--- config.mk ---
export PLATFORM = sky130hd
export DESIGN_NAME = ctlport_mode_sel
export DESIGN_NICKNAME = d
export VERILOG_FILES = /design/src/rtl/ctlmode_pkg.sv /design/src/rtl/sync_stage.sv /design/src/rtl/edge_det.sv /design/src/rtl/pwrup_timer.sv /design/src/rtl/mode_latch.sv /design/src/rtl/ctlport_mode_sel.sv
export SDC_FILE = /design/constraint.sdc
export NUM_CORES = 1
export LEC_CHECK = 0
export CORE_ASPECT_RATIO = 0.75
export CORE_MARGIN = 2
export CORE_UTILIZATION = 47
export DETAILED_ROUTE_END_ITERATION = 7
export DONT_BUFFER_PORTS = 1
export MAX_ROUTING_LAYER = met4
export PLACE_DENSITY_LB_ADDON = 0.2
export SYNTH_ARGS = -nofsm -noshare
export SYNTH_HDL_FRONTEND = slang
export SYNTH_HIERARCHICAL = 1
export SYNTH_SLANG_ARGS = --single-unit
--- constraint.sdc ---
create_clock -name clk -period 2.5 [get_ports clk]
set_input_delay 0.25 -clock clk [delete_from_list [all_inputs] [get_ports clk]]
set_output_delay 0.25 -clock clk [all_outputs]
set_load 0.05 [all_outputs]
--- src/rtl/ctlmode_pkg.sv ---
package ctlmode_pkg;

  typedef enum logic [1:0] {
    PM_STANDALONE = 2'd0,
    PM_I2C        = 2'd1,
    PM_SPI        = 2'd2
  } port_mode_e;

  // true when one more counted frame reaches the target
  function automatic logic count_reaches(input int unsigned cnt_now,
                                         input int unsigned target);
    return (cnt_now + 1) == target;
  endfunction

  // late flag captured at the enable edge
  function automatic logic late_on_enable(input logic fire, input logic done_now,
                                          input logic late_now);
    return fire ? done_now : late_now;
  endfunction

endpackage

--- src/rtl/sync_stage.sv ---
module sync_stage #(
  parameter int   WIDTH   = 1,
  parameter int   STAGES  = 2,
  parameter logic RST_VAL = 1'b0
) (
  input  logic             clk,
  input  logic             rst_n,
  input  logic [WIDTH-1:0] d,
  output logic [WIDTH-1:0] q
);
  logic [WIDTH-1:0] chain [STAGES];

  always_ff @(posedge clk or negedge rst_n) begin
    if (!rst_n) begin
      for (int i = 0; i < STAGES; i++) chain[i] <= {WIDTH{RST_VAL}};
    end else begin
      chain[0] <= d;
      for (int i = 1; i < STAGES; i++) chain[i] <= chain[i-1];
    end
  end

  assign q = chain[STAGES-1];
endmodule

--- src/rtl/edge_det.sv ---
module edge_det #(
  parameter bit   FALLING = 1'b0,
  parameter logic RST_VAL = 1'b0
) (
  input  logic clk,
  input  logic rst_n,
  input  logic d,
  output logic edge_hit
);
  logic prev_q;

  always_ff @(posedge clk or negedge rst_n) begin
    if (!rst_n) prev_q <= RST_VAL;
    else        prev_q <= d;
  end

  generate
    if (FALLING) begin : g_fall
      assign edge_hit = prev_q & ~d;
    end else begin : g_rise
      assign edge_hit = ~prev_q & d;
    end
  endgenerate
endmodule

--- src/rtl/pwrup_timer.sv ---
module pwrup_timer
  import ctlmode_pkg::*;
#(
  parameter int FRAMES = 1024
) (
  input  logic clk,
  input  logic rst_n,
  input  logic tick,
  input  logic halt,
  output logic done
);
  localparam int CNT_W = $clog2(FRAMES + 1);

  logic [CNT_W-1:0] cnt_q;
  logic             count_en;
  logic             last_tick;

  assign count_en  = tick & ~halt & ~done;
  assign last_tick = count_en & count_reaches(32'(cnt_q), FRAMES);

  always_ff @(posedge clk or negedge rst_n) begin
    if (!rst_n) begin
      cnt_q <= '0;
      done  <= 1'b0;
    end else begin
      if (count_en) cnt_q <= cnt_q + CNT_W'(1);
      if (last_tick) done <= 1'b1;
    end
  end

  AST_DONE_STICKY: assert property (@(posedge clk) disable iff (!rst_n)
    done |=> done);
  AST_HALT_FREEZE: assert property (@(posedge clk) disable iff (!rst_n)
    (halt && !done) |=> !done);
endmodule

--- src/rtl/mode_latch.sv ---
module mode_latch
  import ctlmode_pkg::*;
(
  input  logic clk,
  input  logic rst_n,
  input  logic wr_stb,
  input  logic wr_bit,
  input  logic cs_fall,
  input  logic done_in,
  output logic enable_fire,
  output logic active,
  output logic spi,
  output logic i2c,
  output logic ld_pulse,
  output logic late
);
  port_mode_e mode_q;
  logic       spi_hit;

  assign enable_fire = wr_stb & wr_bit & (mode_q == PM_STANDALONE);
  assign spi_hit     = cs_fall & (mode_q == PM_I2C);

  always_ff @(posedge clk or negedge rst_n) begin
    if (!rst_n) begin
      mode_q   <= PM_STANDALONE;
      ld_pulse <= 1'b0;
      late     <= 1'b0;
    end else begin
      ld_pulse <= enable_fire;
      late     <= late_on_enable(enable_fire, done_in, late);
      if (enable_fire)  mode_q <= PM_I2C;
      else if (spi_hit) mode_q <= PM_SPI;
    end
  end

  assign active = (mode_q != PM_STANDALONE);
  assign spi    = (mode_q == PM_SPI);
  assign i2c    = (mode_q == PM_I2C);

  AST_ACTIVE_STICKY: assert property (@(posedge clk) disable iff (!rst_n)
    active |=> active);
  AST_LD_ONE_CYCLE: assert property (@(posedge clk) disable iff (!rst_n)
    ld_pulse |=> !ld_pulse);
  AST_LD_AT_RISE: assert property (@(posedge clk) disable iff (!rst_n)
    $rose(active) |-> ld_pulse);
  AST_LATE_NEEDS_ACTIVE: assert property (@(posedge clk) disable iff (!rst_n)
    late |-> active);
  AST_SPI_STICKY: assert property (@(posedge clk) disable iff (!rst_n)
    spi |=> spi);
  AST_NO_REPEAT_LD: assert property (@(posedge clk) disable iff (!rst_n)
    (active && wr_stb) |=> !ld_pulse);
endmodule

--- src/rtl/ctlport_mode_sel.sv ---
module ctlport_mode_sel
  import ctlmode_pkg::*;
#(
  parameter int PWRUP_FRAMES = 1024,
  parameter int STRAP_W      = 4,
  parameter int SYNC_STAGES  = 2
) (
  input  logic               clk,
  input  logic               rst_n,
  input  logic               frame_clk_in,
  input  logic               cs_addr_pin,
  input  logic [STRAP_W-1:0] strap_pins,
  input  logic               en_wr_stb,
  input  logic               en_wr_bit,
  output logic [STRAP_W-1:0] strap_val,
  output logic               ctl_active,
  output logic               spi_mode,
  output logic               i2c_mode,
  output logic               load_defaults,
  output logic               pwrup_done,
  output logic               late_enable
);
  logic               frame_sync;
  logic               frame_rise;
  logic               cs_sync;
  logic               cs_fall;
  logic [STRAP_W-1:0] strap_sync;
  logic               enable_fire;
  logic               timer_halt;

  sync_stage #(.WIDTH(1), .STAGES(SYNC_STAGES), .RST_VAL(1'b0)) u_fsync (
    .clk(clk), .rst_n(rst_n), .d(frame_clk_in), .q(frame_sync));
  edge_det #(.FALLING(1'b0), .RST_VAL(1'b0)) u_frise (
    .clk(clk), .rst_n(rst_n), .d(frame_sync), .edge_hit(frame_rise));

  sync_stage #(.WIDTH(1), .STAGES(SYNC_STAGES), .RST_VAL(1'b1)) u_csync (
    .clk(clk), .rst_n(rst_n), .d(cs_addr_pin), .q(cs_sync));
  edge_det #(.FALLING(1'b1), .RST_VAL(1'b1)) u_cfall (
    .clk(clk), .rst_n(rst_n), .d(cs_sync), .edge_hit(cs_fall));

  sync_stage #(.WIDTH(STRAP_W), .STAGES(SYNC_STAGES), .RST_VAL(1'b0)) u_ssync (
    .clk(clk), .rst_n(rst_n), .d(strap_pins), .q(strap_sync));

  assign timer_halt = ctl_active | enable_fire;

  pwrup_timer #(.FRAMES(PWRUP_FRAMES)) u_timer (
    .clk(clk), .rst_n(rst_n), .tick(frame_rise), .halt(timer_halt),
    .done(pwrup_done));

  mode_latch u_mode (
    .clk(clk), .rst_n(rst_n), .wr_stb(en_wr_stb), .wr_bit(en_wr_bit),
    .cs_fall(cs_fall), .done_in(pwrup_done), .enable_fire(enable_fire),
    .active(ctl_active), .spi(spi_mode), .i2c(i2c_mode),
    .ld_pulse(load_defaults), .late(late_enable));

  always_ff @(posedge clk or negedge rst_n) begin
    if (!rst_n)           strap_val <= '0;
    else if (!ctl_active) strap_val <= strap_sync;
  end

  AST_STRAP_FROZEN: assert property (@(posedge clk) disable iff (!rst_n)
    ctl_active |=> $stable(strap_val));
  AST_SPI_NEEDS_ACTIVE: assert property (@(posedge clk) disable iff (!rst_n)
    spi_mode |-> (ctl_active && !i2c_mode));
  AST_LATE_MATCHES_DONE: assert property (@(posedge clk) disable iff (!rst_n)
    $rose(late_enable) |-> pwrup_done);
endmodule

**Word level (Yosys, flattened, before mapping)**

Cells that the tools add are included.
W data, S select, Z words.

- Add/sub/neg operators: 2
- Equal/unequal tests: 3
- Muxes and demuxes: 2
- Bitwise operators: 13
- Reductions and logical operators: 3

Operators with widths:

| operator | count |
|---|---|
| $eq A32 B11 Y1 const B | 1 |
| $add A11 B1 Y12 const B | 1 |
| $add A11 B1 Y11 const B | 1 |
| $and A1 B1 Y1 | 8 |
| $mux W2 | 2 |
| $not A1 Y1 | 4 |
| $reduce_bool A2 Y1 | 2 |
| $eq A2 B1 Y1 const B | 1 |
| $eq A2 B2 Y1 const B | 1 |
| $logic_not A2 Y1 | 1 |
| $or A1 B1 Y1 | 1 |

- Register bits after elaboration: 34
- Input bits: 10
- Output and inout bits: 10
- Logic and storage cells: 37

**Depth between registers and ports, before layout**

Gate-level depths: netlist of run 1.

- Word-level depth: 7
- Gate-level depth with buffers: 6
- Depth with buffers taken out: 6

**By module**

Netlist of run 1, hierarchy kept.

By module, submodules not included:

| module | times used | cells each | area an instance (sq um) | seq. area each (sq um) |
|---|---|---|---|---|
| pwrup_timer | 1 | 67 | 713.2 | 300.3 |
| sync_stage (u_ssync) | 1 | 12 | 230.2 | 200.2 |
| mode_latch | 1 | 12 | 172.7 | 100.1 |
| ctlport_mode_sel | 1 | 9 | 151.4 | 100.1 |
| sync_stage (u_csync) | 1 | 2 | 52.6 | 52.6 |
| sync_stage (u_fsync) | 1 | 2 | 50.0 | 50.0 |
| edge_det (u_cfall) | 1 | 2 | 40.0 | 26.3 |
| edge_det (u_frise) | 1 | 2 | 38.8 | 25.0 |

**Least setup slack after synthesis of run 1**

No wires, ideal clock.

- Path kind: reg-to-reg
- Start: register u_mode.mode_q[1]
- End: register u_timer.cnt_q[10]
- Setup time: 0.079 ns
- Arrival: 2.171 ns
- Required time: 2.421 ns
- Path slack: 0.250 ns
- Stages on the path, launching flop included: 7
- Buffers on the path: 0
- Clock period less this slack: 2.250 ns
- Cells stage by stage: dfrtp_1 -> or2_2 -> or2_2 -> or3b_4 -> or2_4 -> nor3_2 -> xor2_1

- Elaborated cells on any way between the ends: 7
- Classes of those cells: bitwise (5); reduce/logical (2)

RTL lines:

| what | RTL line | source |
|---|---|---|
| start: declaration | mode_latch.sv:17 | `port_mode_e mode_q;` |
| start signal: assignment | mode_latch.sv:25 | `mode_q <= PM_STANDALONE;` |
| start signal: assignment | mode_latch.sv:31 | `if (enable_fire) mode_q <= PM_I2C;` |
| start signal: assignment | mode_latch.sv:32 | `else if (spi_hit) mode_q <= PM_SPI;` |
| $reduce_bool A2 Y1 | mode_latch.sv:36 | `assign active = (mode_q != PM_STANDALONE);` |
| via ctl_active | ctlport_mode_sel.sv:16 | `output logic ctl_active,` |
| $or A1 B1 Y1 | ctlport_mode_sel.sv:44 | `assign timer_halt = ctl_active \| enable_fire;` |
| via timer_halt | ctlport_mode_sel.sv:29 | `logic timer_halt;` |
| $not A1 Y1 | pwrup_timer.sv:18 | `assign count_en = tick & ~halt & ~done;` |
| $and A1 B1 Y1 (2 in a row) | pwrup_timer.sv:18 |  |
| end signal: assignment | pwrup_timer.sv:26 | `if (count_en) cnt_q <= cnt_q + CNT_W'(1);` |
| end: declaration | pwrup_timer.sv:14 | `logic [CNT_W-1:0] cnt_q;` |

The timed path passes the listed nets, and every way through them passes these cells.
A chain may end at the register's enable or synchronous reset.

**Worst setup path in the final report of run 1**

- Start: register u_mode.mode_q[1]
- End: register u_timer.cnt_q[10]

- Word-level cells in the longest chain between the ends: 6
- Elaborated cells on any way between the ends: 7
- Classes of those cells: bitwise (5); reduce/logical (2)

Ends and longest elaborated chain:

| what | RTL line | source |
|---|---|---|
| $logic_not A2 Y1 | mode_latch.sv:20 | `assign enable_fire = wr_stb & wr_bit & (mode_q == PM_STANDALONE);` |
| $and A1 B1 Y1 | mode_latch.sv:20 |  |
| $or A1 B1 Y1 * | ctlport_mode_sel.sv:44 |  |
| via timer_halt | ctlport_mode_sel.sv:29 |  |
| $not A1 Y1 * | pwrup_timer.sv:18 |  |
| $and A1 B1 Y1 * (2 in a row) | pwrup_timer.sv:18 |  |

Mark *: on every way through the listed nets, which the timed path passes. The rest lies on a longest branch.

==> impl_metrics.csv, run 1 <==
group,metric,value,unit
status,status,"finished, final reports clean",
yosys,synth_cells,108,
worst_setup_path,crit_required,2700,ps
yosys,synthFlopType,"dfrtp_1",
final_layout,area_growth,13.6,%
final_layout,num-fill-cells,256,
grt,grt_first_pass_wirelength,4.09,mm
yosys,ys_warn_count,6,
pwr,vdd_ir_drop_max,0.616,mV
grt,grt_max_degree,35,
drt,wirelength,2.36,mm
cts,postCtsHoldBufs,8,
worst_setup_path,reg2reg_slack,320,ps
cts,cts_tree,"built",
yosys,netlist.area_leader.share,53.5,%
sta,fmax,459,MHz
pwr,pwr_density_cell,864,nW/um^2
final_layout,layout_common_cells,"dfrtp_1 (31), dlygate4sd3_1 (7), xor2_1 (7), xnor2_1 (7), clkbuf_8 (6)",
worst_setup_path,critical_path_class,"register to register",
final_layout,mostFrequentLayoutCell,"dfrtp_1",
yosys,ys_types,37,
final_layout,antenna_cells,0,
yosys,synth.net_count,120,
cts,clkSinkCount,34,
floorplan,coreArea,2940,um^2
sta,rsz0062_at_grt,"no",
sta,setup_viol,0,
min_path,hold_path_class,"primary input to register",
sta,drv_slew,0,
drt,drtPass1Iterations,4,
cts,path_clk_slew,70,ps
worst_setup_path,arrival,2370,ps
placed_design,port_buffers,0,
yosys,yosysTopAreaCell,"dfrtp_1",
yosys,synthArstFlopShare,100,%
yosys,syn_area,1450,um^2
run,cap_violations,0,
cts,cts_setup_buffers,0,
grt,antenna_found_initial,0,
sta,hold_viol_final,0,
placed_design,dp_hpwl,1.60,mm
cts,h-tree-depth,2,
cts,numCtsBuffers,5,
worst_setup_path,critPathCaptureType,"register",
sta,tns,0,ps
drt,vias_per_cell,5.25,
floorplan,ioPinCount,20,
drt,first_iter_violations,57,
yosys,synth-seq-cells,34,
worst_setup_path,critPathLaunchType,"register",
drt,drc,0,
sta,slew_headroom,67.4,%
final_layout,layout.nets,131,
drt,vias,829,
yosys,synth_edf_count,0,
drt,antenna_left,0,
final_layout,drive_gt1_share,25.8,%
pwr,power,0.00142,W
grt,grt_pass1_vias,834,
drt,wl_per_cell,14.9,um
grt,grt_use_total,17.2,%
cts,clockRootBuffer,"clkbuf_8",
final_layout,utilization,56.1,%
floorplan,die_h,52.1,um
cts,worst_skew_pair.late_latency,270,ps
worst_setup_path,crit_path_max_fanout,6,
floorplan,core.rowCount,17,
sta,tightest_slew,489,ps
yosys,ys_seq_area_share,59.0,%
grt,overflow,0,
pwr,leakage,0.746,nW
floorplan,initial_utilization,49.4,%
cts,cts_buffer_depth,2,
placed_design,place_congestion,0.910,
floorplan,design.die.area,3550,um^2
floorplan,die_x,68.1,um
yosys,syn_area_per_cell,13.4,um^2
sta,hold_ws,212,ps
sta,fin_skew,5.47,ps
yosys,synth_area_leaders,"dfrtp_1 (54%), dfstp_2 (5.4%), xnor2_1 (4.2%)",
sta,post-route-min-period,2180,ps
cts,cts_resized,0,
sta,timing.final.crit_share,87.1,%
==> state kept, by name, indices dropped and copies added (netlist names), 2 cells and up <==
register / cells
strap_val: 4
u_timer/cnt_q: 11
u_ssync/q: 4
u_ssync/chain: 4
u_mode/mode_q: 2
==> layout make-up <==
cell class / instances / area [um^2] / area share [%]
clock buffer: 7 / 86.3 / 5.24
tap: 38 / 47.5 / 2.89
multi-input combinational: 66 / 533 / 32.4
timing repair buffer: 12 / 120 / 7.29
clock inverter: 1 / 5.00 / 0.304
sequential: 34 / 855 / 51.9
==> Yosys cell counts, types with 2 or more instances <==
cell type	count
mux2_2	5
nor3_2	2
ha_1	2
xnor2_1	7
nor2_1	5
dfrtp_1	31
a21o_1	2
buf_4	6
or2_2	3
nand4_1	4
nand2_1	3
nand3_1	3
xor2_1	7
nor2b_4	2
and3_1	2
dfstp_2	3
==> worst max-delay path: stages, from the launching register on <==
cell	delay, ps
dfrtp_1	420
or2_2	320
or2_2	300
or3b_4	430
or2_4	290
nor3_2	180
xor2_1	160
==> routing by layer <==
layer | track usage (%) | vias up | share of wire (%)
met1 | 21.8 | 417 | 49
met2 | 25.7 | 16 | 46
met3 | 5.84 | 2 | 3.8
li1 | - | 394 | -
met5 | - | - | 0
met4 | 6.00 | 0 | 0.76
==> through the flow <==
stage | instances | setup WS, ps | instance area, um^2
floorplan | 108 | 250 | 1450
global placement | 142 | 401 | 1470
detailed placement | 142 | 323 | 1470
CTS | 158 | 317 | 1650
global route | 158 | 237 | 1650
finish | 158 | 323 | 1650
==> power breakdown <==
| group | internal [W] | switching (W) |
|---|---|---|
| Clock | 0.000222 | 0.000186 |
| Combinational | 0.0000918 | 0.0000855 |
| Sequential | 0.000628 | 0.000209 |
==> cell families (layout without fill, tap and decap cells) <==
group           after synthesis  in the layout  share of synthesized area, %
simple gates                 36             36                          17.2
flops                        34             34                          59.0
xor+xnor                     14             14                          8.46
compound gates                8              8                          4.49
buf+inv                       8             20                          4.23
mux                           6              6                          4.92
fa+ha+maj                     2              2                          1.73
==> path summary, 6_finish.rpt <==
| kind | cells after the start | endpoint | from |
|---|---|---|---|
| hold / removal | 1 | u_mode/ld_pulse | en_wr_bit |
| setup reg to reg | 6 | u_timer/cnt_q[10] | u_mode/mode_q[1] |
| setup / recovery | 6 | u_timer/cnt_q[10] | u_mode/mode_q[1] |
| hold reg to reg | 0 | u_ssync/q[3] | u_ssync/chain[7] |
| max in group asynchronous | 2 | u_csync/chain[1] | rst_n |
| min in group asynchronous | 2 | u_timer/cnt_q[1] | rst_n |
No activity file was read; power rests on OpenSTA's default activity.
==> inputs of run 2 (changes only) <==
SYNTH_HIERARCHICAL = not set   (was 1)
==> run 2 against run 1 <==
Compared with the run above:
- power down 2.4%
- sequential share of layout area up 2.0 points
- clock skew down 2.5 ps
- worst hold slack worse by 42 ps
- core utilization up 3.4 points
- synthesized cell count down 8.3%
==> impl_metrics.csv, run 2 <==
group,metric,value,unit
yosys,synth.net_count,110,
grt,overflow,0,
yosys,ys_warn_count,0,
final_layout,layout_common_cells,"dfrtp_1 (31), clkbuf_8 (8), dlygate4sd3_1 (7)",
yosys,synth_most_common_cell,"dfrtp_1",
worst_setup_path,crit_path_max_fanout,5,
yosys,synth_cells,99,
floorplan,initial_utilization,50.1,%
final_layout,drive_gt1_share,21.6,%
worst_setup_path,critical_path_class,"register to register",
cts,cts_setup_buffers,0,
grt,antenna_found_initial,0,
floorplan,ioPinCount,20,
cts,cts_tree,"built",
worst_setup_path,critPathCaptureType,"register",
cts,numCtsBuffers,5,
drt,vias_per_cell,5.41,
sta,drv_slew,0,
sta,post-route-min-period,1810,ps
yosys,yosys-mux-area-fraction,5.81,%
yosys,synth-seq-cells,34,
drt,drc,0,
sta,timing.final.crit_share,72.5,%
final_layout,antenna_cells,0,
drt,wirelength,2.19,mm
floorplan,die_x,65.5,um
cts,h-tree-depth,2,
placed_design,dp_hpwl,1.46,mm
placed_design,pre_cts_ws,723,ps
worst_setup_path,arrival,2000,ps
grt,grt_max_degree,35,
sta,setup_viol,0,
min_path,hold_path_class,"primary input to register",
drt,antenna_left,0,
cts,clockRootBuffer,"clkbuf_8",
status,status,"finished, final reports clean",
yosys,synthXorXnorAreaFrac,6.56,%
yosys,netlist.area_leader.share,58.1,%
cts,clkSinkCount,34,
final_layout,area_growth,18.7,%
cts,worst_skew_pair.late_latency,280,ps
yosys,ys_seq_area_share,64.0,%
cts,path_clk_slew,70,ps
worst_setup_path,critPathLaunchType,"register",
pwr,pwr_density_cell,876,nW/um^2
sta,fmax,552,MHz
sta,slew_headroom,64.6,%
yosys,synth_area_leaders,"dfrtp_1 (58%), dfstp_2 (5.9%), mux2_2 (5.1%)",
drt,wl_per_cell,14.4,um
floorplan,coreArea,2660,um^2
sta,fin_ws,687,ps
placed_design,place_congestion,0.782,
floorplan,core.rowCount,16,
yosys,synth_adder_area_share,0.937,%
yosys,yosysTopAreaCell,"dfrtp_1",
sta,hold_viol_final,0,
drt,drtPass1Iterations,4,
sta,rsz0062_at_grt,"no",
worst_setup_path,crit_required,2690,ps
final_layout,largest-register,"u_timer.cnt_q",
yosys,synthTopCellsByCount,"dfrtp_1 (31), mux2_2 (6)",
final_layout,num-fill-cells,209,
final_layout,utilization,59.5,%
placed_design,placed_area,1380,um^2
drt,first_iter_violations,59,
run,cap_violations,0,
yosys,syn_area,1340,um^2
grt,grt_pass1_vias,776,
placed_design,port_buffers,0,
sta,fin_skew,3.00,ps
pwr,vdd_ir_drop_max,0.748,mV
grt,grt_first_pass_wirelength,3.60,mm
floorplan,die_h,50.2,um
yosys,synth_edf_count,0,
floorplan,design.die.area,3290,um^2
sta,tns,0,ps
yosys,synthArstFlopShare,100,%
grt,grt_use_total,16.1,%
pwr,leakage,0.728,nW
yosys,synth-compound-area-share,4.97,%
yosys,synth_top_family_by_area,"simple AND/OR/NAND/NOR gates",
final_layout,layout.nets,126,
cts,cts_buffer_depth,2,
sta,tightest_slew,531,ps
final_layout,fin_area,1580,um^2
yosys,ys_types,31,
drt,vias,823,
final_layout,mostFrequentLayoutCell,"dfrtp_1",
final_layout,largest_register_ffs,11,
yosys,yosys.area_share.simple,15.7,%
yosys,synthFlopType,"dfrtp_1",
yosys,syn_area_per_cell,13.5,um^2
-- run 2: final timing paths --
kind | start | to | slack (ps) | cells past startpoint
setup / recovery | u_timer.done | u_timer.done | 690 | 4
hold / removal | en_wr_bit | u_mode.ld_pulse | 170 | 1
setup reg to reg | u_timer.done | u_timer.done | 690 | 4
hold reg to reg | u_ssync.chain[4] | u_ssync.q[0] | 350 | 0
max in group asynchronous | rst_n | u_cfall.prev_q | 1840 | 2
min in group asynchronous | rst_n | u_fsync.chain[1] | 420 | 2
-- run 2: worst max-delay path: stages, from the launching register on --
cell,delay [ps]
dfrtp_1,580
a21oi_1,390
nand4_2,230
a221o_1,300
o31ai_1,220
-- run 2: routing by layer --
| metal | global-route usage [%] | share of wire (%) |
|---|---|---|
| met1 | 20.0 | 46 |
| met2 | 22.3 | 45 |
| met3 | 5.83 | 5.9 |
| met4 | 10.4 | 2.7 |
| met5 | - | 0 |
-- run 2: final cells by class --
class | count | area (um^2) | area share [%]
well taps | 36 | 45.0 | 2.84
multi-input cells | 60 | 454 | 28.7
repair buffers | 10 | 105 | 6.64
clock buffers | 8 | 110 | 6.95
inverters | 4 | 15.0 | 0.948
flip-flops and latches | 34 | 855 | 53.9
-- run 2: logic make-up after synthesis --
family / Yosys count
compound gates: 9
fa+ha+maj: 1
buf+inv: 5
xor+xnor: 10
simple gates: 33
flops: 34
mux: 7
-- run 2: power by group --
part	switching [W]	internal, W
logic	0.0000684	0.0000639
registers	0.000186	0.000608
clock network	0.000184	0.000278
-- run 2: what timing repair did --
| item | in CTS | in global routing |
|---|---|---|
| resized for setup | 0 | 0 |
| hold endpoints to repair | 40 | 0 |
| hold buffers | 8 | 0 |
-- run 2: metrics by stage --
stage	total power, W	hold slack, ps	instances
finish	0.00139	170	152
global route	0.00144	176	152
CTS	0.00140	162	152
detailed placement	0.000916	-45.1	136
global placement	0.000910	-45.0	136
floorplan	0.000877	-45.6	99
